==> config.mk <==
export PLATFORM = sky130hd
export DESIGN_NAME = pwm_gen_bank
export DESIGN_NICKNAME = d
export VERILOG_FILES = /design/src/rtl/pwm_bank_pkg.sv /design/src/rtl/pwm_timebase.sv /design/src/rtl/pwm_regfile.sv /design/src/rtl/pwm_wavegen.sv /design/src/rtl/pwm_pin_mux.sv /design/src/rtl/pwm_gen_bank.sv
export SDC_FILE = /design/constraint.sdc
export NUM_CORES = 2
export LEC_CHECK = 0
export BUFFER_PORTS_ARGS = -buffer_cell sky130_fd_sc_hd__buf_2
export CAP_MARGIN = 10
export CORE_MARGIN = 5
export CORE_UTILIZATION = 50
export CTS_CLUSTER_SIZE = 16
export DETAILED_ROUTE_END_ITERATION = 10
export HOLD_SLACK_MARGIN = 0.08
export PLACE_DENSITY = 0.66
export SLEW_MARGIN = 20
export SYNTH_ARGS = -nofsm -noshare
export SYNTH_HDL_FRONTEND = slang
export SYNTH_SLANG_ARGS = --single-unit
==> constraint.sdc <==
create_clock -name clk -period 6.1 [get_ports clk]
set_input_delay 0 -clock clk [delete_from_list [all_inputs] [get_ports clk]]
set_output_delay 0 -clock clk [all_outputs]
set_load 0.01 [all_outputs]
==> src/rtl/pwm_bank_pkg.sv <==
package pwm_bank_pkg;

    localparam int WORD_W    = 32;
    localparam int PER_W     = 8;
    localparam int STEP_W    = 8;
    localparam int GEN_ID_W  = 3;
    localparam int PER_PER_WORD  = WORD_W / PER_W;
    localparam int DUTY_PER_WORD = WORD_W / (2 * STEP_W);
    localparam int MAP_PER_WORD  = WORD_W / (GEN_ID_W + 1);
    localparam logic [PER_W-1:0] PER_LIMIT = 8'd250;

    typedef struct packed {
        logic [STEP_W-1:0] low_steps;
        logic [STEP_W-1:0] high_steps;
    } duty_t;

    typedef struct packed {
        logic                enable;
        logic [GEN_ID_W-1:0] gen_id;
    } pin_map_t;

    function automatic logic [PER_W-1:0] clamp_period(input logic [PER_W-1:0] v);
        return (v > PER_LIMIT) ? PER_LIMIT : v;
    endfunction

endpackage

==> src/rtl/pwm_timebase.sv <==
module pwm_timebase #(
    parameter int BASE_DIV = 3137
) (
    input  logic clk,
    input  logic rst,
    output logic tick
);
    localparam int CW = (BASE_DIV > 1) ? $clog2(BASE_DIV) : 1;
    localparam logic [CW-1:0] LAST = CW'(BASE_DIV - 1);

    logic [CW-1:0] cnt_q;

    always_ff @(posedge clk) begin
        if (rst || cnt_q == LAST) begin
            cnt_q <= '0;
        end else begin
            cnt_q <= cnt_q + 1'b1;
        end
    end

    assign tick = !rst && (cnt_q == LAST);
endmodule

==> src/rtl/pwm_regfile.sv <==
module pwm_regfile
    import pwm_bank_pkg::*;
#(
    parameter int NUM_GEN = 8,
    parameter int NUM_PIN = 16
) (
    input  logic                                clk,
    input  logic                                rst,
    input  logic                                wr_en,
    input  logic [$clog2(NUM_GEN/PER_PER_WORD + NUM_GEN/DUTY_PER_WORD + NUM_PIN/MAP_PER_WORD)-1:0] addr,
    input  logic [WORD_W-1:0]                   wdata,
    output logic [WORD_W-1:0]                   rdata,
    output logic [NUM_GEN-1:0][PER_W-1:0]       per_val,
    output duty_t [NUM_GEN-1:0]                 duty_val,
    output pin_map_t [NUM_PIN-1:0]              pin_map
);
    localparam int PER_WORDS  = NUM_GEN / PER_PER_WORD;
    localparam int DUTY_WORDS = NUM_GEN / DUTY_PER_WORD;
    localparam int MAP_WORDS  = NUM_PIN / MAP_PER_WORD;
    localparam int NUM_WORDS  = PER_WORDS + DUTY_WORDS + MAP_WORDS;
    localparam int ADDR_W     = $clog2(NUM_WORDS);
    localparam int DUTY_BASE  = PER_WORDS;
    localparam int MAP_BASE   = PER_WORDS + DUTY_WORDS;
    localparam int MAP_NIB_W  = GEN_ID_W + 1;

    logic [WORD_W-1:0] words_q [NUM_WORDS];

    always_ff @(posedge clk) begin
        for (int i = 0; i < NUM_WORDS; i++) begin
            if (rst) begin
                words_q[i] <= '0;
            end else if (wr_en && addr == ADDR_W'(i)) begin
                words_q[i] <= wdata;
            end
        end
    end

    always_comb begin
        rdata = '0;
        for (int i = 0; i < NUM_WORDS; i++) begin
            if (addr == ADDR_W'(i)) begin
                rdata = words_q[i];
            end
        end
    end

    for (genvar g = 0; g < NUM_GEN; g++) begin : g_gen_fields
        assign per_val[g]  = words_q[g / PER_PER_WORD][PER_W*(g % PER_PER_WORD) +: PER_W];
        assign duty_val[g] = duty_t'(words_q[DUTY_BASE + g / DUTY_PER_WORD]
                                     [2*STEP_W*(g % DUTY_PER_WORD) +: 2*STEP_W]);
    end

    for (genvar p = 0; p < NUM_PIN; p++) begin : g_pin_fields
        assign pin_map[p] = pin_map_t'(words_q[MAP_BASE + p / MAP_PER_WORD]
                                       [MAP_NIB_W*(p % MAP_PER_WORD) +: MAP_NIB_W]);
    end
endmodule

==> src/rtl/pwm_wavegen.sv <==
module pwm_wavegen
    import pwm_bank_pkg::*;
(
    input  logic             clk,
    input  logic             rst,
    input  logic             tick,
    input  logic [PER_W-1:0] per_i,
    input  duty_t            duty_i,
    output logic             out_o,
    output logic             wrap_o
);
    localparam int LEN_W = STEP_W + 1;

    logic [PER_W-1:0]  per_l;
    duty_t             duty_l;
    logic [PER_W-1:0]  sub_cnt;
    logic [LEN_W-1:0]  step_cnt;
    logic [LEN_W-1:0]  len;
    logic              active;
    logic              step_adv;
    logic              last_step;

    assign len       = {1'b0, duty_l.high_steps} + {1'b0, duty_l.low_steps};
    assign active    = (per_l != '0) && (len != '0);
    assign step_adv  = active && tick && (sub_cnt == per_l - 1'b1);
    assign last_step = (step_cnt == len - 1'b1);
    assign wrap_o    = !active || (step_adv && last_step);

    always_ff @(posedge clk) begin
        if (rst) begin
            per_l    <= '0;
            duty_l   <= '0;
            sub_cnt  <= '0;
            step_cnt <= '0;
        end else if (wrap_o) begin
            per_l    <= clamp_period(per_i);
            duty_l   <= duty_i;
            sub_cnt  <= '0;
            step_cnt <= '0;
        end else if (tick) begin
            if (sub_cnt == per_l - 1'b1) begin
                sub_cnt  <= '0;
                step_cnt <= step_cnt + 1'b1;
            end else begin
                sub_cnt  <= sub_cnt + 1'b1;
            end
        end
    end

    assign out_o = active && (step_cnt < {1'b0, duty_l.high_steps});
endmodule

==> src/rtl/pwm_pin_mux.sv <==
module pwm_pin_mux
    import pwm_bank_pkg::*;
#(
    parameter int NUM_GEN = 8,
    parameter int NUM_PIN = 16
) (
    input  logic                   clk,
    input  logic                   rst,
    input  pin_map_t [NUM_PIN-1:0] pin_map,
    input  logic [NUM_GEN-1:0]     gen_out,
    input  logic [NUM_GEN-1:0]     gen_wrap,
    output logic [NUM_PIN-1:0]     pin_out
);
    logic [NUM_PIN-1:0] hold_q;

    for (genvar p = 0; p < NUM_PIN; p++) begin : g_pin
        logic [GEN_ID_W-1:0] sel;
        assign sel = pin_map[p].gen_id;

        always_ff @(posedge clk) begin
            if (rst) begin
                hold_q[p] <= 1'b0;
            end else begin
                hold_q[p] <= pin_map[p].enable | (hold_q[p] & ~gen_wrap[sel]);
            end
        end

        assign pin_out[p] = (pin_map[p].enable | hold_q[p]) & gen_out[sel];
    end
endmodule

==> src/rtl/pwm_gen_bank.sv <==
module pwm_gen_bank
    import pwm_bank_pkg::*;
#(
    parameter int NUM_GEN  = 8,
    parameter int NUM_PIN  = 16,
    parameter int BASE_DIV = 3137,
    localparam int ADDR_W  = $clog2(NUM_GEN/PER_PER_WORD + NUM_GEN/DUTY_PER_WORD
                                    + NUM_PIN/MAP_PER_WORD)
) (
    input  logic               clk,
    input  logic               rst,
    input  logic               wr_en,
    input  logic [ADDR_W-1:0]  addr,
    input  logic [WORD_W-1:0]  wdata,
    output logic [WORD_W-1:0]  rdata,
    output logic [NUM_PIN-1:0] pin_out,
    output logic [NUM_GEN-1:0] gen_out
);
    logic                        tick;
    logic [NUM_GEN-1:0][PER_W-1:0] per_val;
    duty_t [NUM_GEN-1:0]         duty_val;
    pin_map_t [NUM_PIN-1:0]      pin_map;
    logic [NUM_GEN-1:0]          gen_wrap;

    pwm_timebase #(.BASE_DIV(BASE_DIV)) u_timebase (
        .clk (clk),
        .rst (rst),
        .tick(tick)
    );

    pwm_regfile #(.NUM_GEN(NUM_GEN), .NUM_PIN(NUM_PIN)) u_regs (
        .clk     (clk),
        .rst     (rst),
        .wr_en   (wr_en),
        .addr    (addr),
        .wdata   (wdata),
        .rdata   (rdata),
        .per_val (per_val),
        .duty_val(duty_val),
        .pin_map (pin_map)
    );

    for (genvar g = 0; g < NUM_GEN; g++) begin : g_wave
        pwm_wavegen u_gen (
            .clk   (clk),
            .rst   (rst),
            .tick  (tick),
            .per_i (per_val[g]),
            .duty_i(duty_val[g]),
            .out_o (gen_out[g]),
            .wrap_o(gen_wrap[g])
        );
    end

    pwm_pin_mux #(.NUM_GEN(NUM_GEN), .NUM_PIN(NUM_PIN)) u_mux (
        .clk     (clk),
        .rst     (rst),
        .pin_map (pin_map),
        .gen_out (gen_out),
        .gen_wrap(gen_wrap),
        .pin_out (pin_out)
    );
endmodule

* Word-level counts from Yosys, hierarchy flattened
Memories as Yosys holds them, arrays and structs flattened. Index checks and enable logic that the tools add are counted.
Storage, ports and cells: logic and storage cells 465, memory bits (writable) 256, bits of input ports 38, output and inout bits 56, memories 1, flip-flop bits (word level) 356
Memories:
- u_regs.words_q | words 8, width 32, rd ports 8, clocked after Yosys merged registers in 0, wr ports 8, line pwm_regfile.sv:26 | logic [WORD_W-1:0] words_q [NUM_WORDS];
Operators by class: reductions and logical operators 100, $lt $le $gt $ge 32, equal/unequal tests 24, add/subtract/negate cells 41, mux-type cells 122, bitwise gates (word level) 88
Operators by type and width (count):
- $mux 32 | 16
- $mux 8 | 16
- $bmux 1 s3 | 32
- $add 8x8->9 | 8
- $add 9x1->9 const B | 8
- $eq 9x9->1 | 8
- $lt 9x8->1 | 8
- $reduce_bool 9->1 | 8
- $sub 9x1->9 const B | 8
- $add 8x1->8 const B | 8
- $eq 8x8->1 | 8
- $gt 8x8->1 const B | 8
- $lt 3x4->1 const B | 16
- $reduce_bool 8->1 | 8
- $sub 8x1->8 const B | 8
- $mux 1 | 58
- $logic_and 1x1->1 | 49
- $or 1x1->1 | 40
- $and 1x1->1 | 32
- $not 1->1 | 16
- $reduce_and 2->1 | 8
- $reduce_or 2->1 | 8
- $add 12x1->12 const B | 1
- $eq 12x12->1 const B | 1
- 6 further kinds | 26

* Logic depth before layout (Yosys ltp)
depth after elaboration 12, mapped depth 16, depth with buffers taken out 13

* By module
From an unflattened synthesis, not the netlist that was laid out.
Second synthesis, totals: cell total of the unflattened synthesis 4175, area, all modules 40722.8 um^2
Modules (own cells, without submodules):
- pwm_wavegen at g_wave[0].u_gen ... | area each 3131.8 um^2, times used 5, cells an instance 363, sequential area each 820.8 um^2
- pwm_regfile | area each 12517.0 um^2, times used 1, cells an instance 897, sequential area each 7687.4 um^2
- pwm_wavegen at g_wave[1].u_gen | area each 3153.0 um^2, times used 1, cells an instance 366, sequential area each 820.8 um^2
- pwm_wavegen at g_wave[2].u_gen | area each 2977.9 um^2, times used 1, cells an instance 368, sequential area each 820.8 um^2
- pwm_wavegen at g_wave[7].u_gen | area each 2977.9 um^2, times used 1, cells an instance 373, sequential area each 820.8 um^2
- pwm_pin_mux | area each 2851.5 um^2, times used 1, cells an instance 291, sequential area each 320.3 um^2
- pwm_timebase | area each 586.8 um^2, times used 1, cells an instance 65, sequential area each 240.2 um^2

* Least setup slack after synthesis
No wires, ideal clock.
path kind in2reg, from input port addr[1], to memory u_regs.words_q[0][0], enable pin, data required time 5.589 ns, stages on the path 5, slack 1.166 ns, buffers on the path 4, library setup time 0.511 ns, arrival 4.423 ns, cell sequence clkbuf_1 > buf_1 > clkbuf_1 > clkbuf_1 > o41ai_1
RTL lines:
- from (decl) | line pwm_gen_bank.sv:13 | input logic [ADDR_W-1:0] addr,
- to (decl) | line pwm_regfile.sv:26

* Worst setup path after layout
from register, netlist name g_wave[5].u_gen.duty_l[0], to output port pin_out[4]
On the way: cells in the longest elaborated chain, start to end 7, elaborated cells between the ends (all ways) 8, those cells by class add/sub: 1; order compare: 1; mux: 2; bitwise: 1; reduce/logical: 3
Ends and longest elaborated chain:
- $add 8x8->9 | line pwm_wavegen.sv:23 | assign len = {1'b0, duty_l.high_steps} + {1'b0, duty_l.low_steps};
- $reduce_bool 9->1 | line pwm_wavegen.sv:24 | assign active = (per_l != '0) && (len != '0);
- $logic_and 1x1->1 | line pwm_wavegen.sv:24
- $logic_and 1x1->1 (*) | line pwm_wavegen.sv:50 | assign out_o = active && (step_cnt < {1'b0, duty_l.high_steps});
- $bmux 1 s3 (*) | line pwm_pin_mux.sv:28 | assign pin_out[p] = (pin_map[p].enable | hold_q[p]) & gen_out[sel];
- $mux 1 (not written as such) (*) | line pwm_pin_mux.sv:28
- $and 1x1->1 (*) | line pwm_pin_mux.sv:28
- to (decl) | line pwm_gen_bank.sv:16 | output logic [NUM_PIN-1:0] pin_out,
Every way passes the cells marked *; elsewhere a longest branch is shown, timed or not. The select of a mux whose other input is x is not followed.

==> flow_results.org <==
** Synthesis
- Share of synthesized registers carrying an async set or reset :: 0
- Flip-flop and latch count after synthesis :: around 600
- Of the total synthesized cell area, the portion taken by AND, OR, NAND and NOR gates is 0.2053.
- Of the post-synthesis cell area, the part taken by muxes is 0.05520.
- Synth area leaders :: edfxtp_1 (21%), dfxtp_1 (20%), ha_1 (5.5%)
- Share of synthesized area occupied by flip-flops and latches :: 0.4075
- Mapped Area :: around 36,000 um2
- By instance count, the leading cell after synthesis is nor2_1.
- Count of cell types in the netlist :: 89
- The post-synthesis compound-gate area fraction is 0.1489.
- Counting every net in the synthesized netlist gives 4,198.
- In this run the mean area of a mapped cell was 9.109 um2.
- After synthesis, the largest family of logic cells by area is simple AND/OR/NAND/NOR gates.
- Counting instances in the post-synthesis netlist gives the leading cell types as nor2_1 (520), dfxtp_1 (356), nand2_1 (308).
- The synthesized design spends more area on one cell type than any other, namely edfxtp_1.
- Of the post-synthesis cell area, the dominant cell type holds 0.2115.
- Adder-Cell Fraction of Synth Area :: 0.06009
- Synthesized netlist cell count :: approximately 4,000
- Total number of yosys warnings :: 0
- Number of flops mapped to enable cells by yosys :: roughly 260
- Dominant synthesized flop cell :: dfxtp_1
- Xor and xnor fraction of the mapped netlist area :: 0.08250

** Power and ir drop
- Dividing total power by cell area gives a power density of between 500 and 600 nW/um2.
- Across the VDD grid, the largest voltage drop is 548.4 uV.
- The design draws 20.41 mW.
- Leakage power total :: 15.96 nW

** Die
- Starting density of the core :: 0.5060
- Top-Level Pins :: 94
- Row count :: 98
- The floorplan step defined a core boundary enclosing 71,850 um2.
- The die covers ~78,000 um2.
- The floorplan step set the die width to roughly 280 um.
- The die is roughly 280 um tall.

** STA
- The number of max-slew violations in the final report was 0.
- # setup viols final :: 0
- After layout, the worst setup slack is 876.6 ps.
- Worst rel slew slack :: 0.2392
- Final hold violations :: 0
- Worst clock skew :: 30.21 ps
- Final worst path period need :: about 5200 ps
- Worst hold slack across all endpoints :: 339.4 ps
- Achievable Freq :: 0.1914 GHz
- In the final timing run, aggregate negative setup slack is 0 ps.
- Slew at the pin with the worst max-slew slack :: about 1100 ps
- RSZ-0062 raised after global routing :: no
- Of the available clock period, the critical path in the final layout requires 0.8563.

** Layout
- Fill count :: 6,426
- The sequential cells in the finished layout cover a total of 14,810 um2.
- The finished layout holds 5,067 standard cells, fillers aside.
- Fraction of final layout cells sized beyond drive strength 1 :: 0.08763
- The finished cells cover 40,600 um2.
- Measured on the finished design, the core utilization comes to 0.5650.
- NumNets Final :: about 4,300
- Summing all multi-input logic gate instances after layout gives 20,200 um2.
- Post-synthesis to final-layout area growth :: 11.66%

** Routing
- For this block, the routed nets add up to 110.5 mm of wire.
- Antenna Violating Nets Remaining :: 0
- Detailed routing inserted a total of ~30,000 vias.
- The detailed router finished its first iteration with approximately 3,100 violations.
- After detailed routing, the number of vias per cell comes to 5.934.
- Residual DRC :: 0
- 1st-pass router iterations :: 6
- In the final routed layout, each cell accounts on average for 21.80 um.

** Global route
- The first global-routing pass estimated ~170 mm of wire.
- The total overflow left after global routing is 0.
- Maximum number of pins on one net before global-route repair :: 76
- Initial antenna violation count :: 6
- In the global route stage, overall resource usage came out at 0.2740.
- Via count of the first global-routing pass :: 28,120

** Placement
- IO buf count :: 93
- At the placement stage, the worst setup path has a slack of 1684 ps.
- At the end of routability-driven placement, the weighted congestion stood at a little over 0.9.
- Count of placed standard cells including taps :: 4,891
- Area of placed instances :: 37,750 um2
- Post-DP HPWL :: approximately 79 mm

** Clock network
- Clock tree root buffer cell :: clkbuf_16
- Post-CTS Setup Repair Bufs :: 0
- CTS saw between 600 and 700 sinks.
- The clock passes through at most 3 buffers.
- CTS tree :: built
- The clock reaches the later pin of the worst-skew pair after 630 ps.
- Clock-pin slew was measured on the worst setup and hold paths at 60 ps.
- H-tree depth reported by CTS :: 3
- Counting the buffers created by CTS gives 72.

** Critical path
- Critical-path maximum fanout :: 9
- At the worst endpoint, the required time is 6100 ps.
- Slowest stage cell on the critical path :: nor4_4
- Critical path cell sequence :: ha_1 > fa_1 > a211oi_1 > o21ai_0 > a221oi_1 > nor4_1 > and2_1 > a32o_1 > nor4_4 > a211oi_1 > o32ai_1 > buf_2
- STA classifies the critical path startpoint as a flop.
- Type of element capturing the critical path :: output port
- At the worst endpoint, the arrival time is 5220 ps.
- Most common cell type on the critical path :: a211oi_1
- Highest cell delay on the worst timing path :: 790 ps
- Setup CP Type :: reg2out

** Job
- Across the run, the number of max-cap violations was 0.

** Hold path
- Type of the most critical hold path :: in2reg

** Outcome
- The run finished with clean final reports.
## kinds of logic after synthesis
group | count (synthesis)
DFF | 612
muxes | 177
xor gates and xnor gates | 332
adders and majority gates | 170
and+or+nand+nor | 1537
AOI/OAI and AO/OA | 792
buffers and inverters | 371
## placed cells by master (no fill, tap or decap), types with 54 or more instances in the layout
master and count:
nand3_1 104, xor2_1 136, buf_4 57, mux2i_1 142, nor2_1 516, o21ai_0 146, xnor2_1 188, clkbuf_16 74
nor3_1 61, ha_1 161, and2_1 277, dfxtp_1 356, inv_1 172, buf_2 90, edfxtp_1 256, a21oi_1 217
nand4_1 54, nand2_1 308
## routing by layer
layer  part of all wire  vias up  GRT usage
met3               0.11      167    0.07951
met5                  0        -          0
met2               0.42     1264     0.4008
met4              0.029        0    0.08554
met1               0.44    14320     0.3936
li1                   -    14320          -
## critical path, delay by kind of cell (launching register included)
kind | cells | cell delay [ps]
AOI/OAI and AO/OA | 6 | 2170
DFF | 1 | 350
and+or+nand+nor | 3 | 1150
buffers and inverters | 1 | 240
adders and majority gates | 2 | 690
## area by class of cell
cell class | instances | share of cell area
antenna | 9 | 0.0005548
sequential | 612 | 0.3649
clock buffer | 97 | 0.05021
tap | 950 | 0.02928
multi-input combinational | 3008 | 0.4977
inverter | 173 | 0.01600
clock inverter | 35 | 0.01073
timing repair buffer | 183 | 0.03064
## worst paths after layout
check | cells past startpoint | slack [ps] | to | start
max | 12 | 880 | pin_out[4] | g_wave[5].u_gen.duty_l[0]
max reg2reg | 13 | 1620 | g_wave[5].u_gen.step_cnt[7] | g_wave[5].u_gen.duty_l[0]
min | 3 | 340 | u_regs.words_q[0][26] | wdata[26]
min reg2reg | 2 | 460 | g_wave[1].u_gen.duty_l[14] | g_wave[1].u_gen.duty_l[14]
## where the power goes
group          leakage [nW]  internal, mW  switching, mW
clock network          1.21          2.71           1.81
registers              5.38          4.87          0.625
logic                  9.37          4.02           6.38
## registers in the layout, indices dropped and copies added (netlist names)
name                   flops
u_regs.words_q           256
g_wave.u_gen.sub_cnt      64
u_mux.hold_q              16
g_wave.u_gen.step_cnt     72
g_wave.u_gen.duty_l      128
u_timebase.cnt_q          12
g_wave.u_gen.per_l        64
## repair_timing
item | 4_1_cts | 5_1_grt
setup endpoints to repair | 0 | 0
hold endpoints to repair | 284 | 0
gates resized for setup | 0 | 0
hold buffers | 34 | 0
No activity file was read; power rests on OpenSTA's default activity.
